### config.mk
export PLATFORM = sky130hd
export DESIGN_NAME = alu4_ripple
export DESIGN_NICKNAME = d
export VERILOG_FILES = /design/src/rtl/alu4_pkg.sv /design/src/rtl/alu4_slice.sv /design/src/rtl/alu4_msb_logic.sv /design/src/rtl/alu4_zero_detect.sv /design/src/rtl/alu4_ripple.sv
export SDC_FILE = /design/constraint.sdc
export NUM_CORES = 1
export LEC_CHECK = 0
export BUFFER_PORTS_ARGS = -buffer_cell sky130_fd_sc_hd__buf_2
export CORE_MARGIN = 2
export CORE_UTILIZATION = 35
export DETAILED_ROUTE_END_ITERATION = 6
export PLACE_DENSITY_LB_ADDON = 0.2
export SETUP_SLACK_MARGIN = 0.02
export SLEW_MARGIN = 20
export SYNTH_ARGS = -nofsm -noshare
export SYNTH_HDL_FRONTEND = slang
export SYNTH_SLANG_ARGS = --single-unit
export TNS_END_PERCENT = 50
### constraint.sdc
create_clock -name vclk -period 3.85
set_input_delay 0.77 -clock vclk [all_inputs]
set_output_delay 0.77 -clock vclk [all_outputs]
set_load 0.005 [all_outputs]
### src/rtl/alu4_pkg.sv
package alu4_pkg;

  typedef enum logic [2:0] {
    OPC_AND   = 3'b000,
    OPC_OR    = 3'b001,
    OPC_XOR   = 3'b010,
    OPC_NOR   = 3'b011,
    OPC_ARITH = 3'b100,
    OPC_SLT   = 3'b101,
    OPC_RSV6  = 3'b110,
    OPC_RSV7  = 3'b111
  } alu_opc_e;

  // One-bit full adder: returns {carry, sum}
  function automatic logic [1:0] fa_bit(input logic x, input logic y, input logic cin);
    logic s;
    logic c;
    s = x ^ y ^ cin;
    c = (x & y) | (x & cin) | (y & cin);
    return {c, s};
  endfunction

  // Signed overflow of the top adder stage
  function automatic logic msb_ovf(input logic c_into, input logic c_out);
    return c_into ^ c_out;
  endfunction

endpackage

### src/rtl/alu4_slice.sv
module alu4_slice
  import alu4_pkg::*;
(
  input  logic     a_bit,
  input  logic     b_bit,
  input  logic     invert_b,
  input  logic     carry_in,
  input  logic     less_in,
  input  alu_opc_e opc,
  output logic     res_bit,
  output logic     sum_bit,
  output logic     carry_out
);

  logic       b_eff;
  logic [1:0] fa_out;
  logic       and_v, or_v, xor_v, nor_v;

  assign b_eff     = b_bit ^ invert_b;
  assign fa_out    = fa_bit(a_bit, b_eff, carry_in);
  assign sum_bit   = fa_out[0];
  assign carry_out = fa_out[1];

  assign and_v = a_bit & b_bit;
  assign or_v  = a_bit | b_bit;
  assign xor_v = a_bit ^ b_bit;
  assign nor_v = ~(a_bit | b_bit);

  always_comb begin
    unique case (opc)
      OPC_AND:   res_bit = and_v;
      OPC_OR:    res_bit = or_v;
      OPC_XOR:   res_bit = xor_v;
      OPC_NOR:   res_bit = nor_v;
      OPC_ARITH: res_bit = sum_bit;
      OPC_SLT:   res_bit = less_in;
      default:   res_bit = 1'b0;
    endcase
  end

endmodule

### src/rtl/alu4_msb_logic.sv
module alu4_msb_logic
  import alu4_pkg::*;
(
  input  logic     c_into_msb,
  input  logic     c_out_msb,
  input  logic     msb_sum,
  input  alu_opc_e opc,
  output logic     set_bit,
  output logic     ovf_flag
);

  logic raw_ovf;

  assign raw_ovf  = msb_ovf(c_into_msb, c_out_msb);
  // sign of the true difference, corrected for overflow
  assign set_bit  = msb_sum ^ raw_ovf;
  assign ovf_flag = (opc == OPC_ARITH) ? raw_ovf : 1'b0;

endmodule

### src/rtl/alu4_zero_detect.sv
module alu4_zero_detect #(
  parameter int WIDTH = 4
) (
  input  logic [WIDTH-1:0] res,
  output logic             is_zero
);

  assign is_zero = ~(|res);

endmodule

### src/rtl/alu4_ripple.sv
module alu4_ripple
  import alu4_pkg::*;
#(
  parameter int WIDTH = 4
) (
  input  logic [WIDTH-1:0] a,
  input  logic [WIDTH-1:0] b,
  input  logic             add_sub,
  input  logic [2:0]       op,
  output logic [WIDTH-1:0] result,
  output logic             carry_out,
  output logic             overflow,
  output logic             zero
);

  localparam int MSB = WIDTH - 1;
  localparam logic [WIDTH:0] ONE_EXT = (WIDTH+1)'(1);

  alu_opc_e         opc;
  logic             invert_b;
  logic [WIDTH:0]   carry;
  logic [WIDTH-1:0] sums;
  logic [WIDTH-1:0] less_vec;
  logic             set_bit;

  assign opc      = alu_opc_e'(op);
  // set-less-than always subtracts, independent of add_sub
  assign invert_b = add_sub | (opc == OPC_SLT);
  assign carry[0] = invert_b;

  generate
    for (genvar i = 0; i < WIDTH; i++) begin : g_slice
      if (i == 0) begin : g_lsb
        assign less_vec[i] = set_bit;
      end else begin : g_upper
        assign less_vec[i] = 1'b0;
      end
      alu4_slice u_slice (
        .a_bit    (a[i]),
        .b_bit    (b[i]),
        .invert_b (invert_b),
        .carry_in (carry[i]),
        .less_in  (less_vec[i]),
        .opc      (opc),
        .res_bit  (result[i]),
        .sum_bit  (sums[i]),
        .carry_out(carry[i+1])
      );
    end
  endgenerate

  alu4_msb_logic u_msb (
    .c_into_msb(carry[MSB]),
    .c_out_msb (carry[WIDTH]),
    .msb_sum   (sums[MSB]),
    .opc       (opc),
    .set_bit   (set_bit),
    .ovf_flag  (overflow)
  );

  alu4_zero_detect #(.WIDTH(WIDTH)) u_zero (
    .res    (result),
    .is_zero(zero)
  );

  assign carry_out = carry[WIDTH];

  always_comb begin

    add_sum_chk: assert (!(opc == OPC_ARITH && !add_sub) ||
                         ({carry_out, result} == ({1'b0, a} + {1'b0, b})))
      else $error("ripple sum disagrees with A+B");

    sub_diff_chk: assert (!(opc == OPC_ARITH && add_sub) ||
                          ({carry_out, result} == ({1'b0, a} + {1'b0, ~b} + ONE_EXT)))
      else $error("ripple difference disagrees with A-B");

    slt_value_chk: assert (opc != OPC_SLT ||
                           (result == {{(WIDTH-1){1'b0}}, ($signed(a) < $signed(b))}))
      else $error("set-less-than result wrong");

    rsv_code_chk: assert (!(opc == OPC_RSV6 || opc == OPC_RSV7) || (result == '0))
      else $error("reserved opcode gave nonzero result");

    no_overflow_chk: assert (opc == OPC_ARITH || !overflow)
      else $error("overflow raised outside arithmetic opcode");
  end

endmodule

# [After elaboration in Yosys (flattened, before gate mapping)]
# Cells that the tools add are included.
[totals] word_cells=64 regBits=0 input_bits=12 out_inout_bits=7
[classes] eq_ne=5 muxes=5 bitwise_logic=52 n_reduce_logical=2
[op_table] cell="1-bit XOR" count=18
[op_table] cell="1-bit bitwise AND" count=16
[op_table] cell="1-bit one-hot mux with 5 select lines" count=3
[op_table] cell="1-bit OR" count=13
[op_table] cell="3-bit by 2-bit equality test with 1-bit output (second input constant)" count=2
[op_table] cell="3-bit equality test (second input constant)" count=2
[op_table] cell="1-bit one-hot mux with 6 select lines" count=1
[op_table] cell="1-bit NOT" count=5
[op_table] cell="4-bit OR reduction" count=1
[op_table] cell="3-bit by 1-bit equality test with 1-bit output (second input constant)" count=1
[op_table] cell="3-bit logical NOT" count=1
[op_table] cell="1-bit two-way mux" count=1

# [Longest topological paths before layout]
[logic_depth] word_depth=20 depth_mapped=13 mapped_depth_nobuf=12

# [By module]
# From an unflattened synthesis, not the netlist that was laid out.
[hier_totals] cells_unflattened=75 hier_area_um2=583.1
[by_module_without_submodules] mod="alu4_slice (g_slice[0].u_slice ...)" area_each_um2=131.4 cells_each=17 seq_area_each_um2=0.0 n_inst=2
[by_module_without_submodules] mod="alu4_slice (g_slice[1].u_slice ...)" area_each_um2=130.1 cells_each=17 seq_area_each_um2=0.0 n_inst=2
[by_module_without_submodules] mod="alu4_msb_logic" area_each_um2=32.5 cells_each=3 seq_area_each_um2=0.0 n_inst=1
[by_module_without_submodules] mod="alu4_ripple" area_each_um2=15.0 cells_each=3 seq_area_each_um2=0.0 n_inst=1
[by_module_without_submodules] mod="alu4_zero_detect" area_each_um2=12.5 cells_each=1 seq_area_each_um2=0.0 n_inst=1

# [Least setup slack after synthesis]
# Ideal clock, no wire load.
[synth_timing] kind="input-to-output" from="in op[1]" to="out zero" setup_slack_ns=-0.239 t_arrival_ns=3.319 t_required_ns=3.080 cell_stages=12 n_path_buf=1 cell_sequence="buf_2 > inv_1 > a31oi_2 > xnor2_1 > fa_1 > fa_1 > inv_1 > fa_1 > mux2_2 > nand2_1 > o21ai_1 > nor4_2"
[synth_between] elab_cells_between_ends=47 cone_classes="eq/ne: 5; mux: 4; bitwise: 36; reduce/logical: 2"
[synth_lines] item="start: declaration" line_no="alu4_ripple.sv:9" source="input logic [2:0] op,"
[synth_lines] item="3-bit equality test"
[synth_lines] item="1-bit OR" line_no="alu4_ripple.sv:28" source="assign invert_b = add_sub | (opc == OPC_SLT);"
[synth_lines] item="1-bit XOR" line_no="alu4_slice.sv:19" source="assign b_eff = b_bit ^ invert_b;"
[synth_lines] item="1-bit bitwise AND" line_no="alu4_pkg.sv:19" source="c = (x & y) | (x & cin) | (y & cin);"
[synth_lines] item="1-bit OR (2 in series)" line_no="alu4_pkg.sv:19"
[synth_lines] item="1-bit bitwise AND" line_no="alu4_pkg.sv:19"
[synth_lines] item="1-bit OR (2 in series)" line_no="alu4_pkg.sv:19"
[synth_lines] item="1-bit bitwise AND" line_no="alu4_pkg.sv:19"
[synth_lines] item="1-bit OR (2 in series)" line_no="alu4_pkg.sv:19"
[synth_lines] item="1-bit XOR" line_no="alu4_pkg.sv:18" source="s = x ^ y ^ cin;"
[synth_lines] item="1-bit one-hot mux with 5 select lines (*)" line_no="alu4_slice.sv:30" source="unique case (opc)"
[synth_lines] item="named net g_slice[3].u_slice.res_bit" line_no="alu4_slice.sv:10" source="output logic res_bit,"
[synth_lines] item="4-bit OR reduction (*)" line_no="alu4_zero_detect.sv:8" source="assign is_zero = ~(|res);"
[synth_lines] item="1-bit NOT (*)" line_no="alu4_zero_detect.sv:8"
[synth_lines] item="end: declaration" line_no="alu4_ripple.sv:13" source="output logic zero"
# Mark *: on every way through the listed nets, which the timed path passes. The rest lies on a longest branch.

# [Final worst setup path]
[layout_timing] from="in op[2]" to="out zero"
[layout_between] elab_chain_cells=20 elab_cells_between_ends=47 cone_classes="eq/ne: 5; mux: 4; bitwise: 36; reduce/logical: 2"
[layout_lines] item="3-bit equality test"
[layout_lines] item="1-bit OR" line_no="alu4_ripple.sv:28"
[layout_lines] item="1-bit XOR" line_no="alu4_slice.sv:19"
[layout_lines] item="1-bit bitwise AND" line_no="alu4_pkg.sv:19"
[layout_lines] item="1-bit OR (2 in series)" line_no="alu4_pkg.sv:19"
[layout_lines] item="1-bit bitwise AND" line_no="alu4_pkg.sv:19"
[layout_lines] item="1-bit OR (2 in series)" line_no="alu4_pkg.sv:19"
[layout_lines] item="1-bit bitwise AND" line_no="alu4_pkg.sv:19"
[layout_lines] item="1-bit OR (2 in series)" line_no="alu4_pkg.sv:19"
[layout_lines] item="1-bit bitwise AND" line_no="alu4_pkg.sv:19"
[layout_lines] item="1-bit OR (2 in series)" line_no="alu4_pkg.sv:19"
[layout_lines] item="1-bit XOR" line_no="alu4_pkg.sv:25" source="return c_into ^ c_out;"
[layout_lines] item="1-bit XOR" line_no="alu4_msb_logic.sv:16" source="assign set_bit = msb_sum ^ raw_ovf;"
[layout_lines] item="1-bit one-hot mux with 6 select lines" line_no="alu4_slice.sv:30"
[layout_lines] item="4-bit OR reduction (*)" line_no="alu4_zero_detect.sv:8"
[layout_lines] item="1-bit NOT (*)" line_no="alu4_zero_detect.sv:8"
# Every way passes the cells marked *; elsewhere a longest branch is shown, timed or not.

==> flow_summary.yaml <==
floorplanning:
  core_sq_mm: 0.00147
  start_util_pct: 36.7
  ios: 19
  die_h_um: 43.3
  dieWidth_um: 43.3
  num_rows: 14
  die-area_sq_mm: 0.00187
cells_and_area:
  drive_gt1_share_pct: 45.8
  multiInputGateArea_sq_um: 477
  final_common_cell: "buf_2"
  register_area_sq_um: 0
  n_fill_cell: 164
  post-route-util_pct: 47.6
  instances_no_fill: 99
  nClkBuffers: 0
  final_cell_mix: "16 x buf_2, 9 x inv_1, 8 x ha_1, 6 x buf_4"
  area_growth_pct: 29.6
  num_antenna_cells: 0
  fin_nets: 109
  seq_cells: 0
power_and_ir_drop:
  ir_drop_mv: 0.0586
  p_leak_nw: 0.360
  powerDensity_mw_per_mm2: 138
timing:
  slew_headroom_pct: 80.0
  period_needed_ns: 3.83
  setup_violations: 0
  final_hold_viol_count: 0
  fin_crit_sh_pct: 99.5
  worst_pin_slew_ns: 0.300
  fmax_ghz: 0.261
  rsz0062_at_grt: "true"
  final_max_slew_viol_count: 0
  setup_ws_ns: 0.0188
worst_setup_path:
  cp-end-kind: "primary output"
  crit_arrival_ns: 3.06
  worstPathRequired_ns: 3.08
  critPathMaxFanout: 3
  worstSetupPathType: "input pin to primary output"
  setup.worst_path.start_class: "input pin"
status:
  status: "finished clean"
global_routing:
  grt_max_degree: 14
  track_usage_pct: 13.8
  grt_pass1_wl_mm: 2.04
  grt.overflow.total: 0
  grt_pass1_vias: 513
  antenna_found_initial: 0
routing:
  routed_via_density: 4.95
  drtPass1Iterations: 4
  wl_per_cell_um: 10.8
  drc_errors: 0
  postRouteAntennaNets: 0
  drt_iter0_drc: 4
  vias: 490
  wl_mm: 1.07
logic_synthesis:
  syn_inst: 65
  ys_types: 23
  yosys_warnings: 0
  ys_seq_area_share_pct: 0
  syn-cell-area_sq_um: 541
  synth_nets: 89
  avgSynthCellArea_sq_um: 8.32
placed_design:
  gp_congestion: 0.782
  hpwl_um: 963
  io_buffers: 19
  post-place-ws_ns: -0.133
  placed_cells: 99
job:
  cap_violations: 0
cts:
  post_cts_buffers: 0
worst_hold_path:
  hold_path.class: "input pin to primary output"
cells in the mapped netlist:
| cell type | instances | area (sq um) |
|---|---|---|
| mux2_4 | 2 | 30.0 |
| a21oi_1 | 4 | 20.0 |
| o211ai_1 | 3 | 22.5 |
| xnor2_1 | 4 | 35.0 |
| buf_4 | 5 | 37.5 |
| mux2_2 | 2 | 22.5 |
| xor2_1 | 1 | 8.76 |
| ha_1 | 8 | 100 |
| nand2_1 | 4 | 15.0 |
| nor3b_1 | 4 | 30.0 |
| buf_6 | 1 | 11.3 |
| fa_1 | 4 | 80.1 |
| mux2i_1 | 1 | 10.0 |
| buf_2 | 1 | 5.00 |
| nand3b_1 | 1 | 7.51 |
| o21ai_0 | 1 | 5.00 |
| o21ai_1 | 3 | 15.0 |
| nand4b_1 | 1 | 8.76 |
| a31oi_2 | 1 | 12.5 |
| inv_1 | 11 | 41.3 |
| and3_1 | 1 | 6.26 |
| nor2_1 | 1 | 3.75 |
| nor4_2 | 1 | 12.5 |
layout make-up:
class / count / share of cell area [%]
timing repair buffer: 25 / 23.2
inverter: 11 / 5.89
multi-input combinational: 47 / 68.0
tap: 16 / 2.86
final timing paths:
kind | end | depth (start not counted) | startpoint | slack [ns]
min | carry_out | 3 | a[3] | 1.97
max | zero | 12 | op[2] | 0.02
stage by stage:
step           total power, W  setup TNS (ns)  hold WS, ns  area (sq um)
6_report            0.0000968               0         1.97           701
5_1_grt              0.000111          -0.125         2.03           701
4_1_cts             0.0000976               0         1.98           694
3_5_place_dp        0.0000958          -0.133         1.97           678
3_3_place_gp        0.0000938         -0.0828         1.98           678
2_1_floorplan       0.0000705               0         1.73           582
metal layers:
metal	global-route usage [%]	up-vias	part of all wire, %
met5	0	-	0
met1	18.3	229	48
met2	26.6	11	48
met3	0	0	3.7
met4	0	0	0
li1	-	250	-
power by group:
part	total [W]	internal (W)	leakage [nW]	switching [W]
Sequential	0	0	0	0
Clock	0	0	0	0
Combinational	0.0000968	0.0000514	0.360	0.0000454
logic make-up (layout without fill, tap and decap cells):
kind of cell               after synthesis  count (layout)  share of synthesized area, %
AOI/OAI and AO/OA                       12              12                          13.9
xor gates and xnor gates                 5               5                          8.10
adders and majority gates               12              12                          33.3
buffers and inverters                   18              36                          17.6
muxes                                    5               5                          11.6
and+or+nand+nor                         13              13                          15.5
worst max-delay path: stages:
cell and delay [ns]:
buf_8 0.10, a31oi_4 0.22, xnor2_2 0.10, fa_2 0.36, fa_2 0.36, inv_2 0.08, fa_1 0.41, mux2_4 0.27
nand2_2 0.07, o21ai_2 0.05, nor4_2 0.12, buf_2 0.15
timing repair:
item	CTS	global route
resized for setup	5	1
hold buffers	0	0
endpoints found under the setup margin	2	1
pin swaps	4	0
(Power assumes the default switching activity.)
